File: src/rtl/boot_seq_pkg.sv
package boot_seq_pkg;

    typedef enum logic [1:0] {
        PH_HOLD = 2'd0,
        PH_SEQ  = 2'd1,
        PH_LOAD = 2'd2,
        PH_RUN  = 2'd3
    } phase_e;

    typedef struct packed {
        phase_e phase;
        logic   rd_en;
        logic   cap_en;
        logic   load;
        logic   run;
    } boot_ctrl_t;

    // Sequence cycle in which the first vector byte is read
    function automatic int first_read_cycle(input int start_cycles, input int vec_bytes);
        return start_cycles - vec_bytes + 1;
    endfunction

    function automatic int idx_width(input int vec_bytes);
        return (vec_bytes > 1) ? $clog2(vec_bytes) : 1;
    endfunction

endpackage

File: src/rtl/boot_phase_ctrl.sv
module boot_phase_ctrl
    import boot_seq_pkg::*;
#(
    parameter int START_CYCLES = 7,
    parameter int VEC_BYTES    = 2,
    parameter int IDX_W        = 1
) (
    input  logic             clk,
    input  logic             rst_n,
    output boot_ctrl_t       ctrl,
    output logic [IDX_W-1:0] rd_idx,
    output logic [IDX_W-1:0] cap_idx
);
    localparam int CNT_W    = $clog2(START_CYCLES + 1);
    localparam int FIRST_RD = first_read_cycle(START_CYCLES, VEC_BYTES);
    localparam logic [CNT_W-1:0] LAST_C  = CNT_W'(START_CYCLES);
    localparam logic [CNT_W-1:0] FIRST_C = CNT_W'(FIRST_RD);

    phase_e           phase_q;
    logic [CNT_W-1:0] cnt_q;
    logic [CNT_W-1:0] rd_off;
    logic [CNT_W-1:0] cap_off;

    always_ff @(posedge clk) begin
        if (!rst_n) begin
            phase_q <= PH_HOLD;
            cnt_q   <= '0;
        end else begin
            case (phase_q)
                PH_HOLD: begin
                    phase_q <= PH_SEQ;
                    cnt_q   <= CNT_W'(1);
                end
                PH_SEQ: begin
                    if (cnt_q == LAST_C) begin
                        phase_q <= PH_LOAD;
                        cnt_q   <= '0;
                    end else begin
                        cnt_q <= cnt_q + CNT_W'(1);
                    end
                end
                PH_LOAD: phase_q <= PH_RUN;
                default: phase_q <= PH_RUN;
            endcase
        end
    end

    always_comb begin
        rd_off       = cnt_q - FIRST_C;
        cap_off      = cnt_q - FIRST_C - CNT_W'(1);
        rd_idx       = IDX_W'(rd_off);
        cap_idx      = IDX_W'(cap_off);
        ctrl.phase   = phase_q;
        ctrl.rd_en   = (phase_q == PH_SEQ) && (cnt_q >= FIRST_C);
        ctrl.cap_en  = (phase_q == PH_SEQ) && (cnt_q > FIRST_C);
        ctrl.load    = (phase_q == PH_LOAD);
        ctrl.run     = (phase_q == PH_LOAD) || (phase_q == PH_RUN);
    end


    restart_count_chk: assert property (@(posedge clk) disable iff (!rst_n)
        (phase_q == PH_HOLD) |=> (phase_q == PH_SEQ && cnt_q == CNT_W'(1)));


    seq_advance_chk: assert property (@(posedge clk) disable iff (!rst_n)
        (phase_q == PH_SEQ && cnt_q != LAST_C) |=> (phase_q == PH_SEQ && cnt_q == $past(cnt_q) + CNT_W'(1)));

endmodule

File: src/rtl/boot_vector_latch.sv
module boot_vector_latch #(
    parameter int DATA_W    = 8,
    parameter int VEC_BYTES = 2,
    parameter int IDX_W     = 1
) (
    input  logic                        clk,
    input  logic                        rst_n,
    input  logic                        cap_en,
    input  logic [IDX_W-1:0]            cap_idx,
    input  logic [DATA_W-1:0]           rdata,
    output logic [DATA_W*VEC_BYTES-1:0] vector
);
    localparam int HELD = VEC_BYTES - 1;

    // Lower bytes are held; the top byte is used straight from the read port
    generate
        for (genvar b = 0; b < HELD; b++) begin : g_byte
            logic [DATA_W-1:0] byte_q;
            always_ff @(posedge clk) begin
                if (!rst_n)
                    byte_q <= '0;
                else if (cap_en && cap_idx == IDX_W'(b))
                    byte_q <= rdata;
            end
            assign vector[b*DATA_W +: DATA_W] = byte_q;
        end
    endgenerate

    assign vector[HELD*DATA_W +: DATA_W] = rdata;

endmodule

File: src/rtl/boot_pc_reg.sv
module boot_pc_reg #(
    parameter int ADDR_W = 16
) (
    input  logic              clk,
    input  logic              rst_n,
    input  logic              load,
    input  logic [ADDR_W-1:0] load_val,
    input  logic              run,
    input  logic              step,
    output logic [ADDR_W-1:0] pc
);
    always_ff @(posedge clk) begin
        if (!rst_n)
            pc <= '0;
        else if (load)
            pc <= load_val;
        else if (run && step)
            pc <= pc + ADDR_W'(1);
    end


    pc_load_take_chk: assert property (@(posedge clk) disable iff (!rst_n)
        load |=> (pc == $past(load_val)));


    pc_wrap_chk: assert property (@(posedge clk) disable iff (!rst_n)
        (!load && run && step && pc == '1) |=> (pc == '0));


    pc_idle_chk: assert property (@(posedge clk) disable iff (!rst_n)
        (!load && !run) |=> $stable(pc));

endmodule

File: src/rtl/reset_vector_sequencer.sv
module reset_vector_sequencer
    import boot_seq_pkg::*;
#(
    parameter int              ADDR_W       = 16,
    parameter int              DATA_W       = 8,
    parameter int              START_CYCLES = 7,
    parameter logic [ADDR_W-1:0] VEC_ADDR   = 16'hFFFC
) (
    input  logic              clk,
    input  logic              rst_n,
    input  logic              pc_step,
    output logic [ADDR_W-1:0] mem_addr,
    output logic              mem_rd,
    input  logic [DATA_W-1:0] mem_rdata,
    output logic              pc_load,
    output logic [ADDR_W-1:0] pc_load_value,
    output logic              seq_done,
    output logic              run_en,
    output logic [ADDR_W-1:0] pc
);
    localparam int VEC_BYTES = ADDR_W / DATA_W;
    localparam int IDX_W     = idx_width(VEC_BYTES);

    boot_ctrl_t       ctrl;
    logic [IDX_W-1:0] rd_idx;
    logic [IDX_W-1:0] cap_idx;

    boot_phase_ctrl #(
        .START_CYCLES(START_CYCLES),
        .VEC_BYTES   (VEC_BYTES),
        .IDX_W       (IDX_W)
    ) u_phase (
        .clk    (clk),
        .rst_n  (rst_n),
        .ctrl   (ctrl),
        .rd_idx (rd_idx),
        .cap_idx(cap_idx)
    );

    boot_vector_latch #(
        .DATA_W   (DATA_W),
        .VEC_BYTES(VEC_BYTES),
        .IDX_W    (IDX_W)
    ) u_vec (
        .clk    (clk),
        .rst_n  (rst_n),
        .cap_en (ctrl.cap_en),
        .cap_idx(cap_idx),
        .rdata  (mem_rdata),
        .vector (pc_load_value)
    );

    boot_pc_reg #(
        .ADDR_W(ADDR_W)
    ) u_pc (
        .clk     (clk),
        .rst_n   (rst_n),
        .load    (ctrl.load),
        .load_val(pc_load_value),
        .run     (ctrl.run),
        .step    (pc_step),
        .pc      (pc)
    );

    always_comb begin
        mem_rd   = ctrl.rd_en;
        mem_addr = ctrl.rd_en ? (VEC_ADDR + ADDR_W'(rd_idx)) : '0;
        pc_load  = ctrl.load;
        seq_done = ctrl.load;
        run_en   = ctrl.run;
    end


    parked_quiet_chk: assert property (@(posedge clk)
        !rst_n |=> (!run_en && !mem_rd && !pc_load && !seq_done));


    rd_window_chk: assert property (@(posedge clk) disable iff (!rst_n)
        mem_rd |-> (mem_addr >= VEC_ADDR && mem_addr < VEC_ADDR + ADDR_W'(VEC_BYTES)));


    low_first_chk: assert property (@(posedge clk) disable iff (!rst_n)
        $rose(mem_rd) |-> (mem_addr == VEC_ADDR));


    done_pulse_chk: assert property (@(posedge clk) disable iff (!rst_n)
        seq_done |=> !seq_done);


    run_sticky_chk: assert property (@(posedge clk) disable iff (!rst_n)
        run_en |=> run_en);


    run_start_chk: assert property (@(posedge clk) disable iff (!rst_n)
        $rose(run_en) |-> (seq_done && !mem_rd));

endmodule

File: config.mk
export PLATFORM = sky130hd
export DESIGN_NAME = reset_vector_sequencer
export DESIGN_NICKNAME = d
export VERILOG_FILES = /design/src/rtl/boot_seq_pkg.sv /design/src/rtl/boot_phase_ctrl.sv /design/src/rtl/boot_vector_latch.sv /design/src/rtl/boot_pc_reg.sv /design/src/rtl/reset_vector_sequencer.sv
export SDC_FILE = /design/constraint.sdc
export NUM_CORES = 1
export LEC_CHECK = 0
export BUFFER_PORTS_ARGS = -buffer_cell sky130_fd_sc_hd__buf_2
export CORE_MARGIN = 2
export CORE_UTILIZATION = 49
export CTS_BUF_LIST = sky130_fd_sc_hd__clkbuf_16
export DETAILED_ROUTE_END_ITERATION = 10
export PLACE_DENSITY = 0.81
export SLEW_MARGIN = 15
export SYNTH_ARGS = -nofsm -noshare
export SYNTH_HDL_FRONTEND = slang
export SYNTH_SLANG_ARGS = --single-unit
export TNS_END_PERCENT = 100
File: constraint.sdc
create_clock -name clk -period 2.2 [get_ports clk]
set_input_delay 0.22 -clock clk [delete_from_list [all_inputs] [get_ports clk]]
set_output_delay 0.22 -clock clk [all_outputs]
set_load 0.05 [all_outputs]
==> results of run 1 <==
path summary, 6_finish.rpt:
| path | depth (start not counted) | endpoint | start |
|---|---|---|---|
| max | 4 | mem_addr[9] | u_phase.phase_q[1] |
| min | 3 | u_vec.g_byte[0].byte_q[0] | mem_rdata[0] |
| max reg2reg | 4 | u_pc.pc[15] | u_pc.pc[5] |
| min reg2reg | 2 | u_vec.g_byte[0].byte_q[0] | u_vec.g_byte[0].byte_q[0] |
metal layers:
metal  vias to the layer above  track usage [%]
li1                        768                -
met1                       706             24.5
met2                        75             34.5
met3                        13             6.67
met4                         0             13.1
met5                         -                0
cell type report:
type,instances,area [sq um],area share (%)
multi-input cells,132,843,42.3
flip-flops and latches,29,581,29.1
repair buffers,67,350,17.6
clock buffers,5,125,6.28
well taps,46,57.6,2.89
inverters,6,22.5,1.13
clock inverters,3,12.5,0.628
worst max-delay path: stages, from the launching register on:
cell and delay [ns]:
dfxtp_1 0.37, buf_4 0.19, nand3b_1 0.25, nor2_2 0.36
buf_2 0.34
power by group:
group | switching (mW) | internal, mW
Clock | 0.233 | 0.407
Combinational | 0.0646 | 0.0228
Sequential | 0.00628 | 0.530
Total | 0.303 | 0.960
cell usage in the layout (no fill, tap or decap), drive strengths merged, types with 6 or more instances in the layout:
| master | instances |
|---|---|
| a21oi | 16 |
| buf | 67 |
| dfxtp | 29 |
| mux2i | 9 |
| nand2 | 9 |
| nor2 | 25 |
| nor2b | 9 |
| nor4 | 6 |
| o21ai | 8 |
| xnor2 | 8 |
cell families (layout without fill, tap and decap cells):
logic type	Yosys count	in the layout	share of synthesized area (%)
compound gates	40	40	14.9
xor+xnor	8	8	4.19
fa+ha+maj	4	4	2.99
buf+inv	42	81	15.1
flops	29	29	34.7
mux	9	9	5.38
other cells	1	1	0.224
simple gates	70	70	22.5
sequential cells by signal, indices dropped and copies added, names as in the netlist:
| name | count |
|---|---|
| u_phase.phase_q | 2 |
| u_vec.g_byte.byte_q | 8 |
| u_phase.cnt_q | 3 |
| u_pc.pc | 16 |
==> flow_metrics.py, run 1 <==
metrics = {
    "status": {
        "status": "complete, no violations",
    },
    "drt": {
        "wl_per_cell_um": 13.6,
        "detail-route-antenna-nets": 0,
        "drc": 0,
        "met3WireLength_um": 286,
        "routed.top_layer": "met4",
        "drt_iter0_markers": 61,
        "met2_length_mm": 1.87,
        "met1Wirelength_mm": 1.62,
        "drt-total-wl_mm": 3.92,
        "vias": 1562,
        "firstDrtPassIters": 5,
        "vias_per_cell": 5.42,
    },
    "placement": {
        "io_buffers": 61,
        "placed_area_sq_um": 1850,
        "place_hpwl_mm": 2.73,
        "gp_congestion": 0.875,
        "dp_slack_ns": 0.470,
        "placed_cells_incl_taps": 280,
    },
    "flow_run": {
        "cap_violations": 0,
    },
    "sta": {
        "finalSetupTns_ns": 0,
        "timing.fmax_mhz": 496,
        "holdWs_ns": 0.210,
        "finalSetupViolCount": 0,
        "rsz0062_at_grt": "false",
        "finalCritPeriodShare_pct": 91.7,
        "min_period_ns": 2.02,
        "hold_viol": 0,
        "maxSlewViolCount": 0,
        "fin_ws_ns": 0.183,
        "skew_ns": 0.00497,
    },
    "logic_synthesis": {
        "ys_types": 40,
        "syn_area_sq_um": 1670,
        "syn-num-nets": 218,
        "synth_top_area_cell": "dfxtp_1",
        "syn_area_per_cell_sq_um": 8.25,
        "async_flop_share_pct": 0,
        "ys_seq_area_share_pct": 34.7,
        "synthTopCellsByCount": "dfxtp_1 (29), nor2_1 (25), buf_4 (24)",
        "yosys_most_used_dff": "dfxtp_1",
        "synth_area_leaders": "dfxtp_1 (35%), buf_4 (11%), nor2_1 (5.6%)",
        "synth_cells": 203,
        "yosysWarningCount": 0,
        "synth-edff-count": 0,
        "synth_seq_cells": 29,
        "synth_most_common_cell": "dfxtp_1",
        "synth_top_area_share_pct": 34.7,
    },
    "cts": {
        "cts_setup_buffers": 0,
        "cts_buffers": 5,
        "cts-root-buf": "clkbuf_16",
        "htree_levels": 2,
        "clock-sinks": 29,
        "cts_tree": "yes",
        "path_clk_slew_ns": 0.05,
        "clk_latency_ns": 0.28,
        "cts-resized-gates": 0,
        "hold_buffers": 0,
        "clk_path_buf_depth": 2,
    },
    "global_route": {
        "grt_pass1_vias": 1386,
        "grt_pass1_wl_mm": 6.47,
        "grt_max_degree": 17,
        "grt_use_total_pct": 21.3,
        "antenna_found_initial": 0,
        "grt-ovfl-total": 0,
    },
    "layout": {
        "area_delta_synth_final_pct": 19.0,
        "fin_nets": 256,
        "fillers": 312,
        "antenna_cells": 0,
        "final_util_pct": 60.2,
        "design_area_sq_um": 1990,
        "drive_gt1_share_pct": 32.2,
        "fin_cells": 288,
    },
    "die": {
        "start_util_pct": 50.6,
        "core_sq_um": 3310,
        "std_cell_rows": 21,
        "die_area_sq_um": 3900,
        "io_pins": 63,
        "die_w_um": 62.5,
        "die_h_um": 62.5,
    },
    "setup_path": {
        "crit_fanout": 15,
        "crit_path_start_kind": "flip-flop",
        "path_class": "reg -> out",
        "reg2reg_slack_ns": 0.47,
        "worstPathRequired_ns": 1.98,
        "end_kind": "output port",
        "arrival_ns": 1.80,
    },
    "pwr": {
        "p_leak_nw": 0.894,
        "power_mw": 1.26,
        "power_density_nw_per_um2": 634,
        "ir_drop_uv": 484,
    },
    "worst_hold_path": {
        "hp-class": "in -> reg",
    },
}
(Power assumes the default switching activity.)
==> run 2: changes to the inputs <==
--- a/config.mk
+++ b/config.mk
@@ -6,11 +6,11 @@
 export NUM_CORES = 1
 export LEC_CHECK = 0
 export BUFFER_PORTS_ARGS = -buffer_cell sky130_fd_sc_hd__buf_2
-export CORE_MARGIN = 2
+export CORE_MARGIN = 1
 export CORE_UTILIZATION = 49
 export CTS_BUF_LIST = sky130_fd_sc_hd__clkbuf_16
 export DETAILED_ROUTE_END_ITERATION = 10
-export PLACE_DENSITY = 0.81
+export PLACE_DENSITY = 0.8
 export SLEW_MARGIN = 15
 export SYNTH_ARGS = -nofsm -noshare
 export SYNTH_HDL_FRONTEND = slang
==> flow_metrics.py, run 2 (synthesized netlist as in run 1, its figures left out) <==
metrics = {
    "placement": {
        "placed_cells_incl_taps": 279,
        "place_hpwl_mm": 2.68,
        "gp_congestion": 0.836,
        "io_buffers": 61,
        "dp_slack_ns": 0.484,
    },
    "sta": {
        "timing.fmax_mhz": 504,
        "maxSlewViolCount": 0,
        "hold_viol": 0,
        "finalSetupTns_ns": 0,
        "finalCritPeriodShare_pct": 90.1,
        "skew_ns": 0.00293,
        "min_period_ns": 1.98,
        "rsz0062_at_grt": "false",
        "fin_ws_ns": 0.217,
        "finalSetupViolCount": 0,
        "holdWs_ns": 0.212,
    },
    "cts": {
        "clock-sinks": 29,
        "clk_latency_ns": 0.27,
        "cts-root-buf": "clkbuf_16",
        "htree_levels": 2,
        "hold_buffers": 0,
        "clk_path_buf_depth": 2,
        "cts-resized-gates": 0,
        "cts_buffers": 5,
        "cts_setup_buffers": 0,
        "path_clk_slew_ns": 0.05,
        "cts_tree": "yes",
    },
    "layout": {
        "area_delta_synth_final_pct": 21.0,
        "drive_gt1_share_pct": 32.9,
        "layout_commonest_cell": "buf_2",
        "antenna_cells": 0,
        "regMostFlops": "u_pc.pc",
        "top_regs": "u_pc.pc x16, u_vec.g_byte.byte_q x8, u_phase.cnt_q x3",
        "final_util_pct": 64.2,
        "fin_cells": 287,
        "mostFrequentLayoutCells": "buf_2 (61), dfxtp_1 (29), nor2_1 (24), a21oi_1 (16)",
        "largest_register_ff_count": 16,
        "fin_nets": 257,
    },
    "global_route": {
        "grt-ovfl-total": 0,
        "grt_max_degree": 17,
        "grt.met1_usage_pct": 28.6,
        "grt_pass1_wl_mm": 5.91,
        "grt_pass1_vias": 1299,
        "antenna_found_initial": 0,
        "busiest_layer": "met2",
        "met2_usage_pct": 34.2,
        "grt_util_met3_pct": 5.33,
        "grt_use_total_pct": 21.7,
    },
    "die": {
        "core_sq_um": 3150,
        "io_pins": 63,
        "die_area_sq_um": 3650,
        "start_util_pct": 53.1,
        "std_cell_rows": 20,
        "die_w_um": 60.5,
        "die_h_um": 60.5,
    },
    "status": {
        "status": "complete, no violations",
    },
    "setup_path": {
        "rr_worst_depth": 4,
        "end_kind": "output port",
        "worstPathRequired_ns": 1.98,
        "crit_fanout": 15,
        "r2r_end": "u_pc.pc[15]",
        "r2r-start": "u_pc.pc[5]",
        "cp-startpoint": "u_phase.phase_q[0]",
        "endpoint": "mem_addr[3]",
        "arrival_ns": 1.76,
        "crit_path_start_kind": "flip-flop",
        "path_class": "reg -> out",
        "reg2reg_slack_ns": 0.44,
    },
    "drt": {
        "drc": 0,
        "drt_iter0_markers": 86,
        "detail-route-antenna-nets": 0,
        "wl_per_cell_um": 12.8,
        "firstDrtPassIters": 4,
        "vias": 1469,
        "drt-total-wl_mm": 3.68,
        "vias_per_cell": 5.12,
    },
    "pwr": {
        "pwr-share-seq_pct": 39.0,
        "power_density_nw_per_um2": 679,
        "pwr-share-clk_pct": 54.6,
        "p_leak_nw": 0.907,
        "p_int_mw": 1.08,
        "p_comb_share_pct": 6.4,
        "ir_drop_uv": 459,
        "power_switching_mw": 0.294,
        "p_sw_share_pct": 21.4,
    },
    "worst_hold_path": {
        "hp-class": "in -> reg",
    },
    "flow_run": {
        "cap_violations": 0,
    },
}
run 2: worst max-delay path: stages, from the launching register on:
cell and delay (ns):
dfxtp_1 0.54, nand3b_1 0.24, nor2_2 0.38, buf_2 0.34
run 2: per-layer routing:
layer	up-vias	wire length, um
li1	758	-
met1	662	1710
met2	41	1740
met3	8	166
met4	0	54
met5	-	0
run 2: power groups by stage:
stage / sequential [mW] / clock [mW] / combinational (mW)
finish: 0.536 / 0.751 / 0.0874
global route: 0.536 / 0.793 / 0.0944
CTS: 0.536 / 0.758 / 0.0873
detailed placement: 0.546 / 0 / 0.0867
global placement: 0.546 / 0 / 0.0865
floorplan: 0.544 / 0 / 0.0761
run 2: final cells by class:
cell class,instances,area (sq um)
Clock buffer,5,125
Clock inverter,3,41.3
Fill cell,280,1130
Inverter,6,22.5
Multi-Input combinational cell,132,843
Sequential cell,29,581
Tap cell,44,55.1
Timing Repair Buffer,68,358
run 2: how the worst min path moves through the flow:
stage / startpoint / end / slack (ns) / depth (start not counted)
after floorplan: mem_rdata[0] / u_vec.g_byte[0].byte_q[0] / 0.37 / 2
after global placement: mem_rdata[5] / u_vec.g_byte[0].byte_q[5] / 0.48 / 3
after detailed placement: mem_rdata[6] / u_vec.g_byte[0].byte_q[6] / 0.49 / 3
after CTS: mem_rdata[6] / u_vec.g_byte[0].byte_q[6] / 0.21 / 3
after global routing: mem_rdata[6] / u_vec.g_byte[0].byte_q[6] / 0.24 / 3
final: mem_rdata[3] / u_vec.g_byte[0].byte_q[3] / 0.21 / 3
run 2: metrics by stage:
stage | total power [mW] | area (sq um)
5_1_grt | 1.42 | 2030
4_1_cts | 1.38 | 2030
3_3_place_gp | 0.632 | 1860
6_report | 1.37 | 2030
2_1_floorplan | 0.620 | 1680
3_5_place_dp | 0.633 | 1860
